### config.mk
export PLATFORM = sky130hd
export DESIGN_NAME = fib_calc
export DESIGN_NICKNAME = d
export VERILOG_FILES = /design/src/rtl/fib_pkg.sv /design/src/rtl/fib_ctrl.sv /design/src/rtl/fib_dp.sv /design/src/rtl/fib_calc.sv
export SDC_FILE = /design/constraint.sdc
export NUM_CORES = 1
export LEC_CHECK = 0
export BUFFER_PORTS_ARGS = -buffer_cell sky130_fd_sc_hd__buf_2
export CAP_MARGIN = 20
export CORE_MARGIN = 3
export CORE_UTILIZATION = 53
export CTS_CLUSTER_DIAMETER = 80
export DETAILED_ROUTE_END_ITERATION = 10
export HOLD_SLACK_MARGIN = 0.12
export PLACE_DENSITY_LB_ADDON = 0.12
export SYNTH_ARGS = -nofsm -noshare
export SYNTH_HDL_FRONTEND = slang
export SYNTH_SLANG_ARGS = --single-unit
### constraint.sdc
create_clock -name clk -period 2.16 [get_ports clk]
set_input_delay 0.432 -clock clk [delete_from_list [all_inputs] [get_ports clk]]
set_output_delay 0.432 -clock clk [all_outputs]
set_load 0.03 [all_outputs]
### src/rtl/fib_pkg.sv
package fib_pkg;
    typedef enum logic [1:0] {
        ST_IDLE = 2'd0,
        ST_RUN  = 2'd1,
        ST_FIN  = 2'd2
    } fib_state_e;

    typedef enum logic [1:0] {
        DP_HOLD  = 2'd0,
        DP_LOAD  = 2'd1,
        DP_CLEAR = 2'd2,
        DP_STEP  = 2'd3
    } dp_op_e;
endpackage

### src/rtl/fib_ctrl.sv
module fib_ctrl
    import fib_pkg::*;
(
    input  logic   clk,
    input  logic   rst,
    input  logic   start,
    input  logic   cnt_zero,
    input  logic   cnt_one,
    output dp_op_e op,
    output logic   ready,
    output logic   done
);
    typedef struct packed {
        fib_state_e state;
    } ctrl_regs_t;

    ctrl_regs_t regs_d, regs_q;

    always_comb begin
        regs_d = regs_q;
        op     = DP_HOLD;
        unique case (regs_q.state)
            ST_IDLE: begin
                if (start) begin
                    op           = DP_LOAD;
                    regs_d.state = ST_RUN;
                end
            end
            ST_RUN: begin
                if (cnt_zero) begin
                    op           = DP_CLEAR;
                    regs_d.state = ST_FIN;
                end else if (cnt_one) begin
                    regs_d.state = ST_FIN;
                end else begin
                    op = DP_STEP;
                end
            end
            ST_FIN:  regs_d.state = ST_IDLE;
            default: regs_d.state = ST_IDLE;
        endcase
    end

    always_ff @(posedge clk or posedge rst) begin
        if (rst) regs_q <= '{state: ST_IDLE};
        else     regs_q <= regs_d;
    end

    assign ready = (regs_q.state == ST_IDLE);
    assign done  = (regs_q.state == ST_FIN);

    // an accepted request leaves idle on the next cycle
    a_r2_accept: assert property (@(posedge clk) disable iff (rst)
        ready && start |=> !ready && !done);
    // the finish strobe lasts one cycle and is followed by idle
    a_r7_one_cycle: assert property (@(posedge clk) disable iff (rst)
        done |=> !done && ready);
endmodule

### src/rtl/fib_dp.sv
module fib_dp
    import fib_pkg::*;
#(
    parameter int NW = 5,
    parameter int RW = 20
) (
    input  logic          clk,
    input  logic          rst,
    input  dp_op_e        op,
    input  logic [NW-1:0] n_in,
    output logic          cnt_zero,
    output logic          cnt_one,
    output logic [RW-1:0] result
);
    localparam logic [NW-1:0] CNT_ONE = NW'(1);
    localparam logic [RW-1:0] TERM_ONE = RW'(1);

    typedef struct packed {
        logic [NW-1:0] cnt;
        logic [RW-1:0] prev;
        logic [RW-1:0] curr;
    } dp_regs_t;

    dp_regs_t regs_d, regs_q;

    always_comb begin
        regs_d = regs_q;
        unique case (op)
            DP_LOAD: begin
                regs_d.cnt  = n_in;
                regs_d.prev = '0;
                regs_d.curr = TERM_ONE;
            end
            DP_CLEAR: regs_d.curr = '0;
            DP_STEP: begin
                regs_d.curr = regs_q.curr + regs_q.prev;
                regs_d.prev = regs_q.curr;
                regs_d.cnt  = regs_q.cnt - CNT_ONE;
            end
            default: ;
        endcase
    end

    always_ff @(posedge clk or posedge rst) begin
        if (rst) regs_q <= '0;
        else     regs_q <= regs_d;
    end

    assign cnt_zero = (regs_q.cnt == '0);
    assign cnt_one  = (regs_q.cnt == CNT_ONE);
    assign result   = regs_q.curr;

    // each step moves the newest term into the older slot
    a_r5_shift: assert property (@(posedge clk) disable iff (rst)
        op == DP_STEP |=> regs_q.prev == $past(regs_q.curr));
endmodule

### src/rtl/fib_calc.sv
module fib_calc
    import fib_pkg::*;
#(
    parameter int NW = 5,
    parameter int RW = 20
) (
    input  logic          clk,
    input  logic          rst,
    input  logic          start,
    input  logic [NW-1:0] n_in,
    output logic          ready,
    output logic          done,
    output logic [RW-1:0] result
);
    dp_op_e op;
    logic   cnt_zero;
    logic   cnt_one;

    fib_ctrl u_ctrl (
        .clk      (clk),
        .rst      (rst),
        .start    (start),
        .cnt_zero (cnt_zero),
        .cnt_one  (cnt_one),
        .op       (op),
        .ready    (ready),
        .done     (done)
    );

    fib_dp #(.NW(NW), .RW(RW)) u_dp (
        .clk      (clk),
        .rst      (rst),
        .op       (op),
        .n_in     (n_in),
        .cnt_zero (cnt_zero),
        .cnt_one  (cnt_one),
        .result   (result)
    );

    // idle and finish never overlap
    a_r10_exclusive: assert property (@(posedge clk) disable iff (rst)
        !(ready && done));
    // the result is held while idle without a request
    a_r9_hold: assert property (@(posedge clk) disable iff (rst)
        ready && !start |=> $stable(result));
endmodule

==> flow_summary.toml, run 1 <==
[outcome]
status = "complete, but fails checks"
violations = "negative setup slack"

[synth]
synth_fa_ha_area_frac = 0.09879
synth_top_area_share = 0.3935
synth-xor-area-share = 0.03809
syn_area_per_cell_sq_um = 8.639
synthTopCellsByCount = "nand2_1, dfrtp_1, o21ai_0"
synth_edf_count = 0
synthTopCellsByArea = "dfrtp_1, ha_1, nand2_1"
synthMuxAreaShare = 0
synth_top_cell_by_area = "dfrtp_1"
synthCells = 346
synth.net_count = 377
synth_area_sq_um = 2989
synthFlopType = "dfrtp_1"
yosys_warnings = 0
ys_types = 50
synth-seq-cells = 47
synth-seq-area-share = 0.3935
synthSimpleGateAreaFrac = 0.1955
synth_compound_area_frac = 0.1951
yosysMostFrequentCell = "nand2_1"
ys_async_sr_fraction = 1.000
synth_top_family_by_area = "simple AND/OR/NAND/NOR gates"

[global_route]
grt_max_degree = 48
grt_pass1_vias = 2700
track_usage = 0.2362
grt_pass1_wl_microns = 12230
antenna_found_initial = 0
grt_overflow_total = 0

[sta]
fin_hold_ws_ns = 0.2688
period_minus_slack_ns = 2.216
setup_viol = 2
worst_pin_slew_ns = 0.6197
relSlewSlack = 0.5869
layout_setup_ws_ns = -0.05615
drv_slew = 0
rsz0062_at_grt = "yes"
final.period_utilization = 1.026
skew_ns = 0.01384
fmax_mhz = 451.2
hold_viol = 0
tns_ns = -0.06889

[power]
peakVddDrop_mv = 0.9903
clockPowerShare = 0.118
seq_power_share = 0.241
power_mw = 6.763
power_density_nw_per_um2 = 1790
internal_power_mw = 3.629
comb_power_share = 0.641
switchingPower_mw = 3.134
swShare = 0.4634
power_leakage_nw = 1.807

[worst_setup_path]
r2r_setup_slack_ns = -0.06
startpoint_type = "flip-flop"
endpoint_kind = "flip-flop"
worst-setup-path-type = "flip-flop to flip-flop"
r2r-start = "u_dp.result[8]$_DFFE_PP0P_"
path_max_fanout = 2
r2r_end = "u_dp.result[19]$_DFFE_PP0P_"
cp_cell_sequence = "ha_4 -> a21o_1 -> a22oi_2 -> o221ai_2 -> o41a_1 -> a2111o_1 -> a21oi_1"
slowest_stage = "dfrtp_1"
arrival_ns = 2.45
cp_data_required_time_ns = 2.39
slowest_delay_ns = 0.42
r2r_cells = 7

[routing]
num_vias = 2664
vias_per_cell = 5.644
drt_iter0_markers = 168
detail-route-antenna-nets = 0
wl_per_cell_microns = 15.04
drt-total-wl_microns = 7097
dr.pass1.iters = 5
drc = 0

[clocking]
clock_path_buffers = 2
clk_latency_ns = 0.32
htreeDepth = 2
clk_pin_slew_ns = 0.11
cts_hold_buffers = 0
root_buffer = "clkbuf_8"
cts_buffers = 5
cts_tree = "done"
clock_sinks = 47

[place]
gp_congestion = 0.8515
placed_area_sq_um = 3515
hpwl_microns = 5063
portBuffers = 29

[floorplan]
fp.dieH_microns = 81.10
num_rows = 26
core_sq_um = 5270
io-pin-count = 30
dieArea_sq_um = 6577
start_util = 0.5672
die_x_microns = 81.10

[final_layout]
drive_gt1_frac = 0.2985
diodes = 0
final_nets = 432
syn_to_final_growth_pct = 26.37
final_area_sq_um = 3777

[worst_hold_path]
hold_path.class = "primary input to async pin"

[flow_run]
maxCapViolCount = 0
[logic make-up after synthesis]
| kind of cell | Yosys count |
|---|---|
| simple gates | 130 |
| compound gates | 90 |
| flops | 47 |
| buf+inv | 43 |
| fa+ha+maj | 23 |
| xor+xnor | 13 |
[critical path, delay by kind of cell (launching register included)]
kind / cells / cell delay [ns]
flip-flops: 1 / 0.42
AO/OA/AOI/OAI: 6 / 1.47
adder cells (fa/ha/maj): 1 / 0.25
[cell usage in the layout (no fill, tap or decap), types with 2 or more instances in the layout]
cell       count
nor2b_1        2
a31oi_1        3
buf_2         29
a21o_1         6
xnor2_1        5
nor2_1        17
nand3_1       23
a21oi_1       19
nand2b_1       4
dfrtp_1       47
ha_4          10
and2_1         3
xor2_1         8
bufinv_16      2
buf_4         49
ha_1          10
or2_2          2
o21ai_0       26
inv_1         10
inv_2          3
o211ai_1       2
ha_2           2
a21oi_2        3
nand2_1       61
nor3_1         7
and3_4         2
clkbuf_8       5
o22ai_1        3
and3_1         2
o21a_1         4
[timing repair]
item	4_1_cts	5_1_grt
resized for setup	8	7
setup buffers	3	2
pin swaps	11	0
endpoints found under the setup margin	5	9
[layer usage]
layer  global-route usage  vias up  share of wire
met5                    0        -              0
met4              0.08446        0          0.017
met3              0.03991       13          0.046
met2               0.4212       65           0.51
met1               0.2853     1275           0.43
li1                     -     1311              -
[flip-flops by register name (all words and copies together) (netlist names)]
| register | flops |
|---|---|
| u_dp.result | 20 |
| u_dp.regs_q | 25 |
| u_ctrl.regs_q | 2 |
[power groups by stage]
stage	clock network, mW	logic (mW)	registers, mW
2_1_floorplan	0	3.07	1.58
3_3_place_gp	0	4.05	1.60
3_5_place_dp	0	4.15	1.62
4_1_cts	0.810	4.28	1.62
5_1_grt	0.835	4.85	1.68
6_report	0.796	4.34	1.63
[metrics by stage]
step,instances,setup slack (ns),utilization
after floorplan,346,-0.04988,-
after global routing,472,-0.1279,0.7168
after detailed placement,459,-0.1017,0.6669
final,472,-0.05615,0.7168
after global placement,459,-0.05007,0.6669
after CTS,470,-0.04309,0.7077
[worst max path at each step]
stage                                      startpoint                          end  slack (ns)
final                      u_dp.result[8]$_DFFE_PP0P_  u_dp.result[19]$_DFFE_PP0P_       -0.06
after global routing       u_dp.result[8]$_DFFE_PP0P_  u_dp.result[19]$_DFFE_PP0P_       -0.13
after floorplan            u_dp.result[4]$_DFFE_PP0P_  u_dp.result[19]$_DFFE_PP0P_       -0.05
after CTS                 u_dp.result[10]$_DFFE_PP0P_  u_dp.result[19]$_DFFE_PP0P_       -0.04
after detailed placement   u_dp.result[0]$_DFFE_PP0P_  u_dp.result[18]$_DFFE_PP0P_       -0.10
after global placement    u_dp.regs_q[20]$_DFFE_PP0P_  u_dp.result[16]$_DFFE_PP0P_       -0.05
[cell type report]
cell class,instances,area (sq um)
inverters,13,48.80
repair buffers,78,513.0
clock inverters,3,67.56
clock buffers,5,68.82
fillers,428,1493
flip-flops and latches,47,1176
well taps,70,87.58
multi-input cells,256,1815
No activity file was read; power rests on OpenSTA's default activity.
==> run 2: changes to the inputs <==
--- a/config.mk
+++ b/config.mk
@@ -13,6 +13,7 @@
 export DETAILED_ROUTE_END_ITERATION = 10
 export HOLD_SLACK_MARGIN = 0.12
 export PLACE_DENSITY_LB_ADDON = 0.12
+export RECOVER_POWER = 100
 export SYNTH_ARGS = -nofsm -noshare
 export SYNTH_HDL_FRONTEND = slang
 export SYNTH_SLANG_ARGS = --single-unit
==> run 2 against run 1 <==
Compared with the run above:
- the flow still finishes with violations (negative setup slack)
- critical path depth unchanged
- power down 0.69%
- global-route usage unchanged
- critical endpoint unchanged
- critical path type unchanged
- sequential share of layout area up 0.25 points
- largest cell class unchanged
- sequential power about the same
- first-iteration DRC count down 16%
==> flow_summary.toml, run 2 (synthesized netlist as in run 1, its figures left out) <==
[outcome]
status = "complete, but fails checks"
violations = "negative setup slack"

[floorplan]
num_rows = 26
die_x_microns = 81.10
dieArea_sq_um = 6577
io-pin-count = 30
fp.dieH_microns = 81.10
core_sq_um = 5270
start_util = 0.5672

[power]
power_leakage_nw = 1.732
peakVddDrop_mv = 0.9882
power_density_nw_per_um2 = 1792

[global_route]
grt_pass1_vias = 2700
antenna_found_initial = 0
grt_max_degree = 48
grt_overflow_total = 0
grt_pass1_wl_microns = 12230
track_usage = 0.2362

[worst_setup_path]
cp_data_required_time_ns = 2.39
slowest_delay_ns = 0.42
path_max_fanout = 2
cpLargestDelayFamily = "compound AO/OA/AOI/OAI gates"
arrival_ns = 2.44
cp_cell_sequence = "ha_4 -> a21o_1 -> a22oi_2 -> o221ai_2 -> o41a_1 -> a2111o_1 -> a21oi_1"
path_buf_inv = 0
worst-setup-path-type = "flip-flop to flip-flop"
endpoint_kind = "flip-flop"
slowest_stage = "dfrtp_1"
startpoint_type = "flip-flop"

[routing]
drc = 0
num_vias = 2669
wl_per_cell_microns = 15.01
drt_iter0_markers = 141
vias_per_cell = 5.655
drt-total-wl_microns = 7086
detail-route-antenna-nets = 0
dr.pass1.iters = 4

[clocking]
clock_sinks = 47
cts_hold_buffers = 0
root_buffer = "clkbuf_8"
clock_path_buffers = 2
clk_pin_slew_ns = 0.09
htreeDepth = 2
cts_buffers = 5
cts_tree = "done"
clk_latency_ns = 0.32

[place]
place_worst_setup_slack_ns = -0.1017
placed_area_sq_um = 3515
hpwl_microns = 5063
gp_congestion = 0.8515
placedCellCount = 459
portBuffers = 29

[sta]
final.period_utilization = 1.023
worst_pin_slew_ns = 1.198
layout_setup_ws_ns = -0.05052
period_minus_slack_ns = 2.211
tns_ns = -0.06554
setup_viol = 3
hold_viol = 0
drv_slew = 0
relSlewSlack = 0.2013
skew_ns = 0.01331
fmax_mhz = 452.4
rsz0062_at_grt = "yes"

[final_layout]
mostFrequentLayoutCells = "nand2_1, buf_4, dfrtp_1"
final_core_util = 0.7111
syn_to_final_growth_pct = 25.37
regMostFlops = "u_dp.regs_q"
final_area_sq_um = 3747
drive_gt1_frac = 0.2388
n_fill_cell = 447
diodes = 0
largest_reg_flops = 25
final_nets = 432
mostFrequentLayoutCell = "nand2_1"
final-instance-count-excl-fill = 472

[flow_run]
maxCapViolCount = 0

[worst_hold_path]
hold_path.class = "primary input to flip-flop"
run 2: cell types whose count changed in the layout (fill, tap and decap cells not counted):
cell,previous run,this run
buf_4,49,48
clkbuf_2,0,1
inv_2,3,1
inv_1,10,12
clkbuf_1,0,22
buf_2,29,7
run 2: where the power goes:
part | total [mW] | switching [mW] | internal [mW]
registers | 1.63 | 0.351 | 1.28
clock network | 0.797 | 0.335 | 0.462
logic | 4.29 | 2.45 | 1.84
total | 6.72 | 3.14 | 3.58
run 2: through the flow:
step	hold slack, ns	power, mW
after detailed placement	0.5003	5.761
after global placement	0.4847	5.644
final	0.3737	6.717
after floorplan	0.4710	4.651
after CTS	0.2930	6.711
after global routing	0.3872	7.316
run 2: final timing paths:
kind / from / endpoint / slack, ns / cells after the start
max in group asynchronous: rst / u_dp.result[4]$_DFFE_PP0P_ / 0.92 / 3
worst min-delay path: n_in[3] / u_dp.regs_q[43]$_DFFE_PP0P_ / 0.37 / 3
worst min register to register: u_dp.regs_q[38]$_DFFE_PP0P_ / u_dp.regs_q[38]$_DFFE_PP0P_ / 0.52 / 2
worst max-delay path: u_dp.result[8]$_DFFE_PP0P_ / u_dp.result[19]$_DFFE_PP0P_ / -0.05 / 7
min in group asynchronous: rst / u_dp.regs_q[39]$_DFFE_PP0P_ / 0.50 / 3
worst max register to register: u_dp.result[8]$_DFFE_PP0P_ / u_dp.result[19]$_DFFE_PP0P_ / -0.05 / 7
run 2: cell type report:
cell class | instances | area (sq um) | share of cell area
Multi-Input combinational cell | 256 | 1815 | 0.4845
Clock inverter | 3 | 67.56 | 0.01803
Tap cell | 70 | 87.58 | 0.02337
Inverter | 13 | 48.80 | 0.01302
Sequential cell | 47 | 1176 | 0.3139
Clock buffer | 5 | 68.82 | 0.01836
Timing Repair Buffer | 78 | 483.0 | 0.1289
run 2: per-layer routing:
| metal | GRT usage | share of wire | wire length, microns | vias up |
|---|---|---|---|---|
| met2 | 0.4212 | 0.51 | 3608 | 61 |
| met3 | 0.03991 | 0.046 | 328 | 13 |
| li1 | - | - | - | 1311 |
| met4 | 0.08446 | 0.017 | 119 | 0 |
| met1 | 0.2853 | 0.43 | 3030 | 1284 |
| met5 | 0 | 0 | 0 | - |
run 2: worst reg2reg max path: stages, from the launching register on:
cell and delay [ns]:
dfrtp_1 0.42, ha_4 0.25, a21o_1 0.20, a22oi_2 0.19, o221ai_2 0.15, o41a_1 0.40
a2111o_1 0.37, a21oi_1 0.15
run 2: repair_timing:
item / in CTS / in global routing
pin swaps: 11 / 0
gates resized for setup: 8 / 7
setup endpoints to repair: 5 / 9
setup buffers: 3 / 2
==> run 3: changes to the inputs <==
--- a/config.mk
+++ b/config.mk
@@ -11,8 +11,7 @@
 export CORE_UTILIZATION = 53
 export CTS_CLUSTER_DIAMETER = 80
 export DETAILED_ROUTE_END_ITERATION = 10
-export HOLD_SLACK_MARGIN = 0.12
-export PLACE_DENSITY_LB_ADDON = 0.12
+export PLACE_DENSITY = 0.87
 export RECOVER_POWER = 100
 export SYNTH_ARGS = -nofsm -noshare
 export SYNTH_HDL_FRONTEND = slang
==> run 3 against run 2 <==
Compared with the run above:
- the flow still finishes with violations (negative setup slack)
- setup slack got worse by 0.060 ns
- clock power down 24%
- clock skew is 0.0083 ns lower
- cell count shrank 0.42%
- utilization down 0.43 points
- combinational power increased by 5%
- largest cell class unchanged
- largest power group unchanged
- highest routed layer unchanged
==> flow_summary.toml, run 3 (synthesized netlist as in run 1, its figures left out) <==
[final_layout]
largest_reg_flops = 25
mostFrequentLayoutCell = "nand2_1"
drive_gt1_frac = 0.2450
final_core_util = 0.7068
final_nets = 430
syn_to_final_growth_pct = 24.61
n_fill_cell = 423
diodes = 0
mostFrequentLayoutCells = "nand2_1, dfrtp_1, buf_4"
regMostFlops = "u_dp.regs_q"

[clocking]
cts_buffers = 5
clock_path_buffers = 2
cts_hold_buffers = 0
root_buffer = "clkbuf_8"
htreeDepth = 2
cts_tree = "done"
clk_pin_slew_ns = 0.09
clock_sinks = 47
clk_latency_ns = 0.31

[worst_setup_path]
startpoint_type = "flip-flop"
cp.depth = 7
r2r_end = "u_dp.result[19]$_DFFE_PP0P_"
worst-setup-path-type = "flip-flop to flip-flop"
slowest_stage = "o41a_1"
arrival_ns = 2.52
r2r-start = "u_dp.result[8]$_DFFE_PP0P_"
cp_cell_sequence = "ha_4 -> a21o_1 -> a22oi_2 -> o221ai_2 -> o41a_1 -> a2111o_1 -> a21oi_2"
endpoint_kind = "flip-flop"
r2r_setup_slack_ns = -0.11
slowest_delay_ns = 0.44
path_buf_inv = 0
cpLargestDelayFamily = "compound AO/OA/AOI/OAI gates"
path_max_fanout = 2
r2r_cells = 7
cp_data_required_time_ns = 2.41

[place]
gp_congestion = 0.8907
place_worst_setup_slack_ns = -0.1172
portBuffers = 29
hpwl_microns = 5230

[sta]
skew_ns = 0.005012
rsz0062_at_grt = "yes"
drv_slew = 0
fmax_mhz = 440.4
period_minus_slack_ns = 2.270
worst_pin_slew_ns = 1.111
hold_viol = 0
layout_setup_ws_ns = -0.1105
relSlewSlack = 0.2593
fin_hold_ws_ns = 0.08606
final.period_utilization = 1.051
setup_viol = 5

[routing]
vias_per_cell = 5.781
dr.pass1.iters = 4
wl_per_cell_microns = 16.59
drt_iter0_markers = 123
num_vias = 2717
drt-total-wl_microns = 7799
drc = 0
detail-route-antenna-nets = 0

[power]
comb_power_share = 0.668
power_leakage_nw = 1.715
power_density_nw_per_um2 = 1803
seq_power_share = 0.243
peakVddDrop_mv = 0.9706
swShare = 0.4864
internal_power_mw = 3.450
clockPowerShare = 0.090
switchingPower_mw = 3.267

[flow_run]
maxCapViolCount = 0

[outcome]
violations = "negative setup slack"
status = "complete, but fails checks"

[floorplan]
core_sq_um = 5270
num_rows = 26
io-pin-count = 30
die_x_microns = 81.10
fp.dieH_microns = 81.10
start_util = 0.5672
dieArea_sq_um = 6577

[global_route]
grt_pass1_vias = 2782
track_usage = 0.2562
antenna_found_initial = 0
grt_overflow_total = 0
grt_pass1_wl_microns = 13010
grt_max_degree = 26

[worst_hold_path]
hold_path.class = "primary input to async pin"
## run 3: cell count changes in the layout (fill, tap and decap cells not counted), sizes merged
cell | before | now
buf | 55 | 49
clkbuf | 28 | 35
bufinv | 2 | 0
clkinvlp | 1 | 0
## run 3: area by class of cell
class | count | area (sq um) | share of cell area
Timing Repair Buffer | 76 | 467.9 | 0.1256
Clock buffer | 8 | 100.1 | 0.02687
Tap cell | 70 | 87.58 | 0.02351
Sequential cell | 47 | 1176 | 0.3158
Multi-Input combinational cell | 256 | 1844 | 0.4951
Inverter | 13 | 48.80 | 0.01310
## run 3: repair_timing
item	in CTS	in global routing
gates resized for setup	9	15
setup endpoints to repair	5	8
buffers inserted	3	2
pin swaps	16	6
## run 3: layer usage
metal | routed length (microns) | vias up | track usage
met2 | 4100 | 76 | 0.4516
met1 | 3190 | 1316 | 0.3051
met4 | 126 | 0 | 0.1098
met5 | 0 | - | 0
met3 | 381 | 14 | 0.04545
li1 | - | 1311 | -
## run 3: worst max-delay path by stage
stage                     slack (ns)                        start                     endpoint
after floorplan                -0.05   u_dp.result[4]$_DFFE_PP0P_  u_dp.result[19]$_DFFE_PP0P_
after global placement         -0.04  u_dp.regs_q[20]$_DFFE_PP0P_  u_dp.result[16]$_DFFE_PP0P_
after detailed placement       -0.12  u_dp.regs_q[20]$_DFFE_PP0P_  u_dp.result[18]$_DFFE_PP0P_
after CTS                      -0.06   u_dp.result[0]$_DFFE_PP0P_  u_dp.result[18]$_DFFE_PP0P_
after global routing           -0.19   u_dp.result[8]$_DFFE_PP0P_  u_dp.result[19]$_DFFE_PP0P_
final                          -0.11   u_dp.result[8]$_DFFE_PP0P_  u_dp.result[19]$_DFFE_PP0P_
## run 3: metrics by stage
stage               power [mW]  setup TNS (ns)  instances  area, sq um
finish                   6.717         -0.3850        470         3725
global route             7.268         -0.8794        470         3725
CTS                      6.556         -0.1614        468         3691
detailed placement       5.779         -0.3863        457         3512
global placement         5.588         -0.1220        457         3512
floorplan                4.651        -0.07620        346         3136
## run 3: power groups by stage
stage	combinational, mW	clock, mW	sequential, mW
2_1_floorplan	3.07	0	1.58
5_1_grt	4.96	0.648	1.66
6_report	4.49	0.602	1.63
3_3_place_gp	4.00	0	1.59
4_1_cts	4.34	0.601	1.62
3_5_place_dp	4.16	0	1.62
